### src/rtl/bgt_pkg.sv
package bgt_pkg;
    localparam int COL_W   = 4;
    localparam int WSEL_W  = 2;
    localparam int ROW_W   = 4;
    localparam int LINE_W  = 4;
    localparam int HMAP_W  = 7;
    localparam int CODE_W  = 7;
    localparam int NIB_W   = 4;
    localparam int NPIX    = 6;
    localparam int BANK_W  = 6;
    localparam int HPOS_W  = COL_W + WSEL_W;
    localparam int VPOS_W  = ROW_W + LINE_W;
    localparam int MAP_AW  = ROW_W + HMAP_W;
    localparam int ENTRY_W = CODE_W + 1;
    localparam int ROM_AW  = CODE_W + LINE_W + WSEL_W;
    localparam int WORD_W  = NPIX * NIB_W;
    localparam int IDX_W   = $clog2(NPIX);

    typedef struct packed {
        logic              mirror;
        logic [CODE_W-1:0] code;
    } map_entry_t;

    typedef struct packed {
        logic [WSEL_W-1:0] wsel;
        logic [LINE_W-1:0] line;
    } slot_meta_t;

    function automatic logic [MAP_AW-1:0] map_addr_f(
        input logic [COL_W-1:0]  col,
        input logic [ROW_W-1:0]  row,
        input logic [HMAP_W-1:0] scr);
        logic [HMAP_W-1:0] hsum;
        hsum = HMAP_W'(col) + scr;
        return {row, hsum};
    endfunction

    function automatic logic [ROM_AW-1:0] rom_addr_f(
        input map_entry_t ent,
        input slot_meta_t meta);
        logic [WSEL_W-1:0] w;
        w = ent.mirror ? ~meta.wsel : meta.wsel;
        return {ent.code, meta.line, w};
    endfunction
endpackage

### src/rtl/bgt_map_fetch.sv
module bgt_map_fetch
    import bgt_pkg::*;
(
    input  logic              clk,
    input  logic              rst,
    input  logic              word_stb,
    input  logic [HPOS_W-1:0] hpos,
    input  logic [VPOS_W-1:0] vpos,
    input  logic [HMAP_W-1:0] scroll,
    output logic [MAP_AW-1:0] map_addr,
    output slot_meta_t        meta_q
);
    logic [COL_W-1:0] col;
    logic [ROW_W-1:0] row;
    slot_meta_t       meta_d;

    always_comb begin
        col         = hpos[HPOS_W-1:WSEL_W];
        row         = vpos[VPOS_W-1:LINE_W];
        meta_d.wsel = hpos[WSEL_W-1:0];
        meta_d.line = vpos[LINE_W-1:0];
    end

    always_ff @(posedge clk) begin
        if (rst) begin
            map_addr <= '0;
            meta_q   <= '0;
        end else if (word_stb) begin
            map_addr <= map_addr_f(col, row, scroll);
            meta_q   <= meta_d;
        end
    end


    map_hold_chk: assert property (@(posedge clk) disable iff (rst)
        !word_stb |=> $stable(map_addr));
endmodule

### src/rtl/bgt_rom_fetch.sv
module bgt_rom_fetch
    import bgt_pkg::*;
(
    input  logic               clk,
    input  logic               rst,
    input  logic               word_stb,
    input  slot_meta_t         meta_in,
    input  logic [ENTRY_W-1:0] map_data,
    output logic [ROM_AW-1:0]  rom_addr,
    output logic               mirror_q
);
    map_entry_t ent;

    always_comb ent = map_entry_t'(map_data);

    always_ff @(posedge clk) begin
        if (rst) begin
            rom_addr <= '0;
            mirror_q <= 1'b0;
        end else if (word_stb) begin
            rom_addr <= rom_addr_f(ent, meta_in);
            mirror_q <= ent.mirror;
        end
    end


    rom_hold_chk: assert property (@(posedge clk) disable iff (rst)
        !word_stb |=> $stable(rom_addr));
endmodule

### src/rtl/bgt_pix_shift.sv
module bgt_pix_shift
    import bgt_pkg::*;
(
    input  logic              clk,
    input  logic              rst,
    input  logic              word_stb,
    input  logic [WORD_W-1:0] rom_word,
    input  logic              mirror_in,
    input  logic [BANK_W-1:0] bank_in,
    output logic [NIB_W-1:0]  pix_index,
    output logic [BANK_W-1:0] pix_bank
);
    logic [WORD_W-1:0] rev_word;
    logic [WORD_W-1:0] word_q;
    logic [IDX_W-1:0]  idx_q;
    logic              at_last;

    for (genvar g = 0; g < NPIX; g++) begin : g_rev
        assign rev_word[g*NIB_W +: NIB_W] = rom_word[(NPIX-1-g)*NIB_W +: NIB_W];
    end

    assign at_last = (idx_q == IDX_W'(NPIX-1));

    always_ff @(posedge clk) begin
        if (rst) begin
            word_q   <= '0;
            idx_q    <= '0;
            pix_bank <= '0;
        end else if (word_stb) begin
            word_q   <= mirror_in ? rev_word : rom_word;
            idx_q    <= '0;
            pix_bank <= bank_in;
        end else if (!at_last) begin
            idx_q <= idx_q + 1'b1;
        end
    end

    assign pix_index = word_q[(NPIX-1-int'(idx_q))*NIB_W +: NIB_W];


    idx_bound_chk: assert property (@(posedge clk) disable iff (rst)
        idx_q < IDX_W'(NPIX));

    idx_step_chk: assert property (@(posedge clk) disable iff (rst)
        (!word_stb && !at_last) |=> idx_q == $past(idx_q) + 1'b1);

    idx_start_chk: assert property (@(posedge clk) disable iff (rst)
        word_stb |=> idx_q == '0);

    bank_hold_chk: assert property (@(posedge clk) disable iff (rst)
        !word_stb |=> $stable(pix_bank));
endmodule

### src/rtl/bg_tile_gen.sv
module bg_tile_gen
    import bgt_pkg::*;
(
    input  logic               clk,
    input  logic               rst,
    input  logic               word_stb,
    input  logic [HPOS_W-1:0]  hpos,
    input  logic [VPOS_W-1:0]  vpos,
    input  logic [HMAP_W-1:0]  scroll,
    input  logic [BANK_W-1:0]  bank_sel,
    output logic [MAP_AW-1:0]  map_addr,
    input  logic [ENTRY_W-1:0] map_data,
    output logic [ROM_AW-1:0]  rom_addr,
    input  logic [WORD_W-1:0]  rom_data,
    output logic [NIB_W-1:0]   pix_index,
    output logic [BANK_W-1:0]  pix_bank
);
    slot_meta_t meta_a;
    logic       mirror_b;

    bgt_map_fetch u_map (
        .clk(clk), .rst(rst), .word_stb(word_stb),
        .hpos(hpos), .vpos(vpos), .scroll(scroll),
        .map_addr(map_addr), .meta_q(meta_a)
    );

    bgt_rom_fetch u_rom (
        .clk(clk), .rst(rst), .word_stb(word_stb),
        .meta_in(meta_a), .map_data(map_data),
        .rom_addr(rom_addr), .mirror_q(mirror_b)
    );

    bgt_pix_shift u_pix (
        .clk(clk), .rst(rst), .word_stb(word_stb),
        .rom_word(rom_data), .mirror_in(mirror_b), .bank_in(bank_sel),
        .pix_index(pix_index), .pix_bank(pix_bank)
    );


    stb_gap_chk: assert property (@(posedge clk) disable iff (rst)
        word_stb |=> !word_stb);
endmodule

### config.mk
export PLATFORM = sky130hd
export DESIGN_NAME = bg_tile_gen
export DESIGN_NICKNAME = d
export VERILOG_FILES = /design/src/rtl/bgt_pkg.sv /design/src/rtl/bgt_map_fetch.sv /design/src/rtl/bgt_rom_fetch.sv /design/src/rtl/bgt_pix_shift.sv /design/src/rtl/bg_tile_gen.sv
export SDC_FILE = /design/constraint.sdc
export NUM_CORES = 1
export LEC_CHECK = 0
export BUFFER_PORTS_ARGS = -buffer_cell sky130_fd_sc_hd__buf_4
export CORE_MARGIN = 4
export CORE_UTILIZATION = 40
export CTS_CLUSTER_SIZE = 20
export DETAILED_ROUTE_END_ITERATION = 16
export PLACE_DENSITY_LB_ADDON = 0.1
export SYNTH_ARGS = -nofsm -noshare
export SYNTH_HDL_FRONTEND = slang
export SYNTH_SLANG_ARGS = --single-unit
### constraint.sdc
create_clock -name clk -period 1.4 [get_ports clk]
set_input_delay 0.07 -clock clk [delete_from_list [all_inputs] [get_ports clk]]
set_output_delay 0.07 -clock clk [all_outputs]
set_load 0.005 [all_outputs]
==> flow_metrics.env, run 1 <==
export IMPL_worst_hold_path_class="input pin to flop"
export IMPL_gr_usage_met2_pct=26.36
export IMPL_floorplan_initialDensity_pct=41.26
export IMPL_dpl_hpwl_um=4829
export IMPL_global_route_wire_length_before_repair_um=11520
export IMPL_routed_via_count=2551
export IMPL_ys_ff_latch=64
export IMPL_synth_edf_count=0
export IMPL_cts_sinks=64
export IMPL_postRouteAntennaNets=0
export IMPL_vias_per_inst=4.822
export IMPL_syn_nets=368
export IMPL_power_density_relative_to_cell_area_mw_per_mm2=996.1
export IMPL_post_dp_cell_area_mm2=0.003846
export IMPL_post_layout_total_power_mw=4.302
export IMPL_rows=31
export IMPL_drt_pre_antenna_iters=4
export IMPL_cellInternalPower_mw=3.239
export IMPL_tritoncts_num_buffers=9
export IMPL_fin_ws_ps=-426.2
export IMPL_vias_in_the_first_global_route=2544
export IMPL_drive_above_1_share_pct=33.49
export IMPL_n_antenna_cell=0
export IMPL_sort_of_element_at_the_end_of_the_critical_path="primary output"
export IMPL_worst_r2r_start="u_pix.idx_q[0]$_SDFFE_PP0N_"
export IMPL_hold_viol_final=0
export IMPL_synthDominantAreaCellType="sky130_fd_sc_hd__dfxtp_1"
export IMPL_timing_fmax_ghz=0.5476
export IMPL_final_setup_vio_count=4
export IMPL_finish_cell_count_without_fillers=529
export IMPL_sw_frac_of_total_pct=24.71
export IMPL_insertion_delay_ps=330
export IMPL_power_clock_fraction_pct=34.3
export IMPL_detail_route_iter0_violations=59
export IMPL_grt_setup_unrepaired="yes"
export IMPL_finalWirelength_um=6917
export IMPL_worst_path_max_fanout=2
export IMPL_synth_top_cells_by_area="sky130_fd_sc_hd__dfxtp_1 43%, sky130_fd_sc_hd__mux2i_1 20%, sky130_fd_sc_hd__nor2_1 7.7%"
export IMPL_placed_cells=486
export IMPL_grt_max_degree=42
export IMPL_grt_remaining_overflow=0
export IMPL_route_detailed_wl_per_inst_um=13.08
export IMPL_dominantRegCellSynth="sky130_fd_sc_hd__dfxtp_1"
export IMPL_cp_arrival_ps=1760
export IMPL_worst_clock_skew_ps=4.182
export IMPL_synth_yosys_seq_area_share_pct=42.81
export IMPL_cp_cell_sequence="inv_2, ha_4, mux4_2, inv_2, o22ai_2, buf_4"
export IMPL_power_frac_comb_pct=19.0
export IMPL_timing_final_crit_share_pct=130.4
export IMPL_remaining_drc_errors=0
export IMPL_clock_tree_from_tritoncts="built"
export IMPL_maxCapViolations=0
export IMPL_status="finished, violations left"
export IMPL_nets=495
export IMPL_power_leakage_nw=1.926
export IMPL_ys_warnings_count=0
export IMPL_die_width_um=94.50
export IMPL_p_seq_share_pct=46.7
export IMPL_critPathMostFrequentCell="sky130_fd_sc_hd__inv_2"
export IMPL_fillCellCount=627
export IMPL_crit_path_start="u_pix.idx_q[1]$_SDFFE_PP0N_"
export IMPL_area_growth_synth_to_final_pct=44.31
export IMPL_cts_reportedPaths_clkPinSlew_ps=70
export IMPL_worst_ep_required_time_ps=1330
export IMPL_core_area_mm2=0.007253
export IMPL_cpPeakStageDelay_ps=500
export IMPL_timing_final_max_slew_violations=0
export IMPL_syn_area_cell_um2=10.04
export IMPL_period_minus_ws_final_ps=1826
export IMPL_pin_count=96
export IMPL_asyncSetResetFlopFracSynth_pct=0
export IMPL_max_clock_path_buffers=2
export IMPL_path_class="flop to primary output"
export IMPL_grtUsageMet1_pct=20.03
export IMPL_grt_busiest_layer="met2"
export IMPL_h_tree_depth=3
export IMPL_synth_cell_area_mm2=0.002993
export IMPL_sw_power_mw=1.063
export IMPL_globalRouteMet3Util_pct=6.534
export IMPL_postSynthCellCount=298
export IMPL_netlist_cell_type_count=37
export IMPL_worst_ir_drop_vdd_mv=0.6791
export IMPL_tightestPinTransition_ps=395.5
export IMPL_slowest_stage="sky130_fd_sc_hd__mux4_2"
export IMPL_fp_dieH_um=94.50
export IMPL_io_buffer_count=95
export IMPL_min_from="scroll[4]"
export IMPL_share_of_the_synthesized_area_in_the_top_cell_type_pct=42.81
export IMPL_gp_congestion=0.7787
export IMPL_finish_instance_area_mm2=0.004319
export IMPL_violations="setup timing"
export IMPL_cell_at_the_root_of_the_clock_tree="sky130_fd_sc_hd__clkbuf_8"
export IMPL_timing_critical_path_from_type="flop"
export IMPL_grt_use_total_pct=16.21
export IMPL_timing_max_slew_rel_slack_pct=73.63
export IMPL_grt_antenna_before_repair=0
export IMPL_design_die_area_mm2=0.008930
[power by group through the flow]
stage / Combinational (mW) / Clock [mW] / Sequential [mW]
after floorplan: 0.417 / 0 / 2.04
after detailed placement: 0.750 / 0 / 2.05
after global routing: 0.910 / 1.62 / 2.02
final: 0.818 / 1.48 / 2.01
after global placement: 0.738 / 0 / 2.05
after CTS: 0.819 / 1.55 / 2.01
[worst max-delay path, delay by kind of cell, from the launching register on]
kind	cells	cell delay [ps]
compound gates	1	60
buf+inv	3	270
mux	1	500
fa+ha+maj	1	260
flops	1	330
[registers in the layout, summed over array words and instances, names as in the netlist]
name and cells:
u_pix.word_q 24, u_rom.mirror_q 1, u_rom.rom_addr 13, u_pix.idx_q 3
u_map.map_addr 11, u_pix.pix_bank 6, u_map.meta_q 6
[layout make-up]
type	instances	area, um2	area share (%)
Clock inverter	4	45.04	1.043
Inverter	11	41.29	0.9560
Sequential cell	64	1284	29.72
Clock buffer	12	135.1	3.129
Tap cell	99	123.9	2.868
Timing Repair Buffer	138	1124	26.01
Multi-Input combinational cell	201	1567	36.27
[logic make-up after synthesis]
logic type / share of synthesized area [%]
simple gates: 11.25
flops: 42.81
mux: 22.99
compound gates: 12.04
buf+inv: 6.145
fa+ha+maj: 3.595
xor+xnor: 1.170
[cell usage after synthesis (3+ instances only)]
library cell / count
sky130_fd_sc_hd__dfxtp_1: 64
sky130_fd_sc_hd__nor2_1: 61
sky130_fd_sc_hd__mux2i_1: 59
sky130_fd_sc_hd__a211oi_1: 29
sky130_fd_sc_hd__inv_1: 11
sky130_fd_sc_hd__ha_1: 7
sky130_fd_sc_hd__buf_2: 6
sky130_fd_sc_hd__buf_4: 6
sky130_fd_sc_hd__buf_1: 4
sky130_fd_sc_hd__buf_6: 4
sky130_fd_sc_hd__o22ai_1: 4
sky130_fd_sc_hd__xnor2_1: 4
sky130_fd_sc_hd__nand2_1: 3
[per-stage QoR]
step / hold WS (ps) / utilization [%] / worst slack, ps / setup TNS (ps)
global placement: 300.8 / 53.03 / -103.1 / -314.4
CTS: 28.65 / 59.36 / -443.8 / -1607
global route: 61.16 / 59.55 / -515.3 / -1812
floorplan: 217.2 / - / 4.485 / 0
finish: 45.77 / 59.55 / -426.2 / -1454
detailed placement: 311.9 / 53.03 / -131.6 / -512.2
[final timing paths]
path / endpoint / slack (ps) / depth (start not counted)
max: pix_index[0] / -430 / 6
min: u_map.map_addr[4]$_SDFFE_PP0P_ / 50 / 3
max reg2reg: u_pix.idx_q[2]$_SDFFE_PP0N_ / 170 / 5
min reg2reg: u_pix.idx_q[0]$_SDFFE_PP0N_ / 480 / 1
[repair_timing]
action	4_1_cts	5_1_grt
endpoints found under the hold margin	25	0
pin swaps	1	1
endpoints found under the setup margin	4	4
setup buffers	1	1
hold buffers	25	0
gates resized for setup	7	3
[layout by cell type, fill, tap and decap left out, types with 2 or more instances in the layout]
cell type                         n
sky130_fd_sc_hd__nand2_1          3
sky130_fd_sc_hd__mux2i_1         59
sky130_fd_sc_hd__or2_2            2
sky130_fd_sc_hd__clkbuf_8         9
sky130_fd_sc_hd__inv_1            7
sky130_fd_sc_hd__dlygate4sd3_1   25
sky130_fd_sc_hd__nor2b_1          2
sky130_fd_sc_hd__o21ai_0          2
sky130_fd_sc_hd__nor3_1           2
sky130_fd_sc_hd__clkbuf_1         3
sky130_fd_sc_hd__xnor2_1          4
sky130_fd_sc_hd__nor2_1          61
sky130_fd_sc_hd__buf_12           2
sky130_fd_sc_hd__buf_4          111
sky130_fd_sc_hd__nor4bb_1         2
sky130_fd_sc_hd__clkinv_2         3
sky130_fd_sc_hd__o22ai_2          4
sky130_fd_sc_hd__a211oi_1        29
sky130_fd_sc_hd__a21boi_0         2
sky130_fd_sc_hd__dfxtp_2          2
sky130_fd_sc_hd__a21oi_1          2
sky130_fd_sc_hd__dfxtp_1         62
sky130_fd_sc_hd__inv_2            4
sky130_fd_sc_hd__ha_1             6
sky130_fd_sc_hd__a211o_1          2
sky130_fd_sc_hd__or3b_1           2
sky130_fd_sc_hd__mux4_2           3
[routing by layer]
metal	share of wire, %	wire length, um	up-vias
li1	-	-	1319
met1	45	3088	1161
met2	48	3335	65
met3	6.1	420	6
met4	1.1	73	0
met5	0	0	-
Power figures use the tool's default switching activity.
==> inputs of run 2 (changes only) <==
--- a/config.mk
+++ b/config.mk
@@ -7,7 +7,7 @@
 export LEC_CHECK = 0
 export BUFFER_PORTS_ARGS = -buffer_cell sky130_fd_sc_hd__buf_4
 export CORE_MARGIN = 4
-export CORE_UTILIZATION = 40
+export CORE_UTILIZATION = 46
 export CTS_CLUSTER_SIZE = 20
 export DETAILED_ROUTE_END_ITERATION = 16
 export PLACE_DENSITY_LB_ADDON = 0.1
==> flow_metrics.env, run 2 (same netlist as run 1, synthesis figures left out) <==
export IMPL_die_width_um=88.66
export IMPL_violations="setup timing"
export IMPL_final_cell_mix="108 x sky130_fd_sc_hd__buf_4, 62 x sky130_fd_sc_hd__dfxtp_1, 61 x sky130_fd_sc_hd__nor2_1"
export IMPL_placed_cells=462
export IMPL_path_class="flop to primary output"
export IMPL_period_minus_ws_final_ps=1821
export IMPL_worst_hold_path_class="input pin to flop"
export IMPL_cts_reportedPaths_clkPinSlew_ps=60
export IMPL_maxCapViolations=0
export IMPL_layout_cells_most_common="sky130_fd_sc_hd__buf_4"
export IMPL_worst_clock_skew_ps=7.180
export IMPL_final_util_pct=67.80
export IMPL_cell_at_the_root_of_the_clock_tree="sky130_fd_sc_hd__clkbuf_8"
export IMPL_nets=492
export IMPL_largestRegisters="u_pix.word_q: 24 flops, u_rom.rom_addr: 13 flops, u_map.map_addr: 11 flops"
export IMPL_status="finished, violations left"
export IMPL_floorplan_initialDensity_pct=47.13
export IMPL_pin_count=96
export IMPL_power_density_relative_to_cell_area_mw_per_mm2=1065
export IMPL_final_setup_vio_count=4
export IMPL_timing_final_max_slew_violations=0
export IMPL_insertion_delay_ps=330
export IMPL_fillCellCount=514
export IMPL_global_route_wire_length_before_repair_um=11840
export IMPL_timing_critical_path_from_type="flop"
export IMPL_max_clock_path_buffers=2
export IMPL_timing_final_crit_share_pct=130.1
export IMPL_dp_slack_ps=-151.2
export IMPL_design_die_area_mm2=0.007861
export IMPL_tightestPinTransition_ps=358.8
export IMPL_sort_of_element_at_the_end_of_the_critical_path="primary output"
export IMPL_setup_total_negative_slack_ps=-1521
export IMPL_timing_max_slew_rel_slack_pct=75.75
export IMPL_top_register="u_pix.word_q"
export IMPL_cp_arrival_ps=1750
export IMPL_io_buffer_count=95
export IMPL_core_area_mm2=0.006350
export IMPL_fin_ws_ps=-421.2
export IMPL_fp_dieH_um=88.66
export IMPL_area_growth_synth_to_final_pct=43.85
export IMPL_dpl_hpwl_um=4893
export IMPL_worst_ep_required_time_ps=1330
export IMPL_hold_viol_final=0
export IMPL_finish_instance_area_mm2=0.004305
export IMPL_highest_layer="met4"
export IMPL_timing_fmax_ghz=0.5491
export IMPL_postRouteAntennaNets=0
export IMPL_cts_sinks=64
export IMPL_detail_route_wirelength_met1_um=3025
export IMPL_routed_via_count=2618
export IMPL_tritoncts_num_buffers=9
export IMPL_worst_hold_slack_ps=50.79
export IMPL_remaining_drc_errors=0
export IMPL_power_leakage_nw=1.923
export IMPL_drive_above_1_share_pct=33.57
export IMPL_met2_length_um=3531
export IMPL_grt_antenna_before_repair=0
export IMPL_finalWirelength_um=7155
export IMPL_grt_use_total_pct=19.39
export IMPL_grt_max_degree=60
export IMPL_detail_route_iter0_violations=113
export IMPL_clock_tree_from_tritoncts="built"
export IMPL_vias_in_the_first_global_route=2587
export IMPL_grt_remaining_overflow=0
export IMPL_max_ffs_per_register=24
export IMPL_grt_setup_unrepaired="yes"
export IMPL_vias_per_inst=5.205
export IMPL_worst_path_max_fanout=2
export IMPL_drt_pre_antenna_iters=6
export IMPL_route_detailed_wl_per_inst_um=14.22
export IMPL_n_antenna_cell=0
export IMPL_rows=29
export IMPL_worst_ir_drop_vdd_mv=0.7949
export IMPL_post_layout_total_power_mw=4.586
export IMPL_wl_met3_um=511
export IMPL_finish_cell_count_without_fillers=503
export IMPL_post_dp_cell_area_mm2=0.003804
export IMPL_gp_congestion=0.7305
export IMPL_h_tree_depth=3
==> run 2: cell count changes in the layout (fill, tap and decap cells not counted), sizes merged <==
cell / previous run / this run
bufinv: 1 / 2
buf: 113 / 110
clkinv: 3 / 1
==> run 2: final cells by class <==
cell class	instances	area (um2)	area share, %
Clock inverter	3	65.06	1.511
Clock buffer	12	155.1	3.604
Multi-Input combinational cell	201	1563	36.30
Timing Repair Buffer	135	1101	25.57
Inverter	11	41.29	0.9590
Tap cell	77	96.34	2.238
Sequential cell	64	1284	29.82
==> run 2: final timing paths <==
check                                 startpoint                        endpoint  slack (ps)  cells after the start
setup / recovery     u_pix.idx_q[1]$_SDFFE_PP0N_                    pix_index[0]        -420                      6
hold / removal                         scroll[4]  u_map.map_addr[4]$_SDFFE_PP0P_          50                      3
setup reg to reg     u_pix.idx_q[0]$_SDFFE_PP0N_     u_pix.idx_q[2]$_SDFFE_PP0N_         130                      5
hold reg to reg   u_map.map_addr[1]$_SDFFE_PP0P_  u_map.map_addr[1]$_SDFFE_PP0P_         480                      2
==> run 2: what timing repair did <==
item                                    CTS  global route
pin swaps                                 2             0
endpoints found under the setup margin    4             4
hold endpoints to repair                 25             0
buffers inserted                          1             0
resized for setup                        11             0
hold buffers                             25             0
==> run 2: worst max-delay path, stage by stage (launching register included) <==
cell                      delay, ps
sky130_fd_sc_hd__dfxtp_2        330
sky130_fd_sc_hd__inv_2           50
sky130_fd_sc_hd__ha_4           260
sky130_fd_sc_hd__mux4_2         500
sky130_fd_sc_hd__inv_2           80
sky130_fd_sc_hd__o22ai_2         60
sky130_fd_sc_hd__buf_4          140
==> run 2: routing by layer <==
metal	global-route usage (%)	vias to the layer above
li1	-	1313
met1	23.33	1231
met2	32.46	65
met3	7.076	9
met4	5.632	0
met5	0	-
==> run 2: where the power goes <==
part	switching [mW]	internal, mW
Clock	0.670	1.09
Combinational	0.341	0.473
Sequential	0.0674	1.95
==> inputs of run 3 (changes only) <==
--- a/config.mk
+++ b/config.mk
@@ -6,11 +6,13 @@
 export NUM_CORES = 1
 export LEC_CHECK = 0
 export BUFFER_PORTS_ARGS = -buffer_cell sky130_fd_sc_hd__buf_4
+export CORE_ASPECT_RATIO = 0.75
 export CORE_MARGIN = 4
 export CORE_UTILIZATION = 46
 export CTS_CLUSTER_SIZE = 20
 export DETAILED_ROUTE_END_ITERATION = 16
 export PLACE_DENSITY_LB_ADDON = 0.1
+export SKIP_CTS_REPAIR_TIMING = 1
 export SYNTH_ARGS = -nofsm -noshare
 export SYNTH_HDL_FRONTEND = slang
 export SYNTH_SLANG_ARGS = --single-unit
==> flow_metrics.env, run 3 (same netlist as run 1, synthesis figures left out) <==
export IMPL_final_setup_vio_count=4
export IMPL_finalWirelength_um=7233
export IMPL_io_buffer_count=95
export IMPL_maxCapViolations=0
export IMPL_route_detailed_wl_per_inst_um=14.21
export IMPL_die_width_um=101.1
export IMPL_top_register="u_pix.word_q"
export IMPL_status="finished, violations left"
export IMPL_global_route_wire_length_before_repair_um=11590
export IMPL_grt_max_degree=32
export IMPL_globalRouteMet3Util_pct=7.457
export IMPL_rows=25
export IMPL_max_clock_path_buffers=2
export IMPL_h_tree_depth=3
export IMPL_n_antenna_cell=0
export IMPL_grt_antenna_before_repair=0
export IMPL_gr_usage_met2_pct=27.94
export IMPL_power_density_relative_to_cell_area_mw_per_mm2=1037
export IMPL_cts_sinks=64
export IMPL_fillCellCount=523
export IMPL_grt_busiest_layer="met2"
export IMPL_drt_pre_antenna_iters=4
export IMPL_timing_final_max_slew_violations=0
export IMPL_area_growth_synth_to_final_pct=42.56
export IMPL_placed_cells=470
export IMPL_timing_critical_path_from_type="flop"
export IMPL_max_ffs_per_register=24
export IMPL_cp_arrival_ps=1750
export IMPL_final_util_pct=67.52
export IMPL_worst_hold_path_num_cells=3
export IMPL_final_cell_mix="114 x sky130_fd_sc_hd__buf_4, 63 x sky130_fd_sc_hd__dfxtp_1, 61 x sky130_fd_sc_hd__nor2_1"
export IMPL_worst_r2r_start="u_pix.idx_q[0]$_SDFFE_PP0N_"
export IMPL_grt_setup_unrepaired="yes"
export IMPL_gp_congestion=0.8044
export IMPL_timing_fmax_ghz=0.5499
export IMPL_insertion_delay_ps=340
export IMPL_routed_via_count=2600
export IMPL_worst_path_max_fanout=2
export IMPL_tritoncts_num_buffers=9
export IMPL_hold_viol_final=2
export IMPL_nets=493
export IMPL_crit_path_start="u_pix.idx_q[1]$_SDFFE_PP0N_"
export IMPL_worst_clock_skew_ps=8.836
export IMPL_finish_cell_count_without_fillers=509
export IMPL_fp_dieH_um=77.86
export IMPL_pin_count=96
export IMPL_power_leakage_nw=1.903
export IMPL_core_area_mm2=0.006319
export IMPL_multi_input_combinational_cell_area_mm2=0.001563
export IMPL_floorplan_initialDensity_pct=47.37
export IMPL_fin_ws_ps=-418.5
export IMPL_grt_remaining_overflow=0
export IMPL_min_from="bank_sel[5]"
export IMPL_postRouteAntennaNets=0
export IMPL_detail_route_iter0_violations=83
export IMPL_register_area_mm2=0.001282
export IMPL_clock_tree_from_tritoncts="built"
export IMPL_grtUsageMet1_pct=25.07
export IMPL_worst_r2r_path_depth=5
export IMPL_period_minus_ws_final_ps=1819
export IMPL_dpl_hpwl_um=5356
export IMPL_timing_final_crit_share_pct=129.9
export IMPL_worst_hold_slack_ps=-29.76
export IMPL_path_class="flop to primary output"
export IMPL_design_die_area_mm2=0.007874
export IMPL_vias_per_inst=5.108
export IMPL_worst_ir_drop_vdd_mv=0.6952
export IMPL_remaining_drc_errors=0
export IMPL_tightestPinTransition_ps=351.2
export IMPL_cell_at_the_root_of_the_clock_tree="sky130_fd_sc_hd__clkbuf_8"
export IMPL_sort_of_element_at_the_end_of_the_critical_path="primary output"
export IMPL_timing_max_slew_rel_slack_pct=76.27
export IMPL_vias_in_the_first_global_route=2430
export IMPL_worst_hold_path_class="input pin to flop"
export IMPL_grt_use_total_pct=18.68
export IMPL_layout_cells_most_common="sky130_fd_sc_hd__buf_4"
export IMPL_drive_above_1_share_pct=34.81
export IMPL_cts_reportedPaths_clkPinSlew_ps=70
export IMPL_largestRegisters="u_pix.word_q: 24 flops, u_rom.rom_addr: 13 flops, u_map.map_addr: 11 flops"
export IMPL_worst_ep_required_time_ps=1330
export IMPL_violations="hold timing, setup timing"
run 3: stage by stage:
stage / hold slack (ps) / total power, mW / setup WS, ps / cell area [um2] / TNS [ps]
final: -29.76 / 4.426 / -418.5 / 4267 / -1546
after global routing: 12.90 / 4.665 / -497.9 / 4267 / -1910
after CTS: -61.31 / 4.419 / -478.5 / 4016 / -1738
after detailed placement: 310.3 / 2.805 / -129.1 / 3814 / -352.8
after global placement: 302.9 / 2.784 / -92.21 / 3814 / -266.0
after floorplan: 217.2 / 2.458 / 4.485 / 3007 / 0
run 3: area by class of cell:
type	instances	share of cell area (%)
clock buffer	9	2.903
sequential	64	30.06
inverter	11	0.9677
timing repair buffer	136	25.22
clock inverter	7	1.848
tap	81	2.375
multi-input combinational	201	36.63
run 3: report_power, final:
part | switching (mW) | internal, mW | leakage (nW)
combinational | 0.347 | 0.469 | 1.28
clock | 0.763 | 0.836 | 0.0925
sequential | 0.0675 | 1.94 | 0.530
total | 1.18 | 3.25 | 1.90
run 3: worst paths after layout:
kind,slack [ps],to
setup / recovery,-420,pix_index[0]
setup reg to reg,160,u_pix.idx_q[2]$_SDFFE_PP0N_
hold reg to reg,480,u_pix.word_q[12]$_SDFFE_PP0P_
hold / removal,-30,u_pix.pix_bank[5]$_SDFFE_PP0P_
run 3: critical path, stage by stage (launching register included):
cell	delay, ps
sky130_fd_sc_hd__dfxtp_2	340
sky130_fd_sc_hd__inv_2	50
sky130_fd_sc_hd__ha_4	260
sky130_fd_sc_hd__mux4_2	490
sky130_fd_sc_hd__inv_2	70
sky130_fd_sc_hd__o22ai_2	60
sky130_fd_sc_hd__buf_4	140
run 3: routing by layer:
metal / up-vias / share of wire (%)
li1: 1317 / -
met1: 1204 / 47
met2: 71 / 45
met3: 8 / 6.7
met4: 0 / 0.94
met5: - / 0
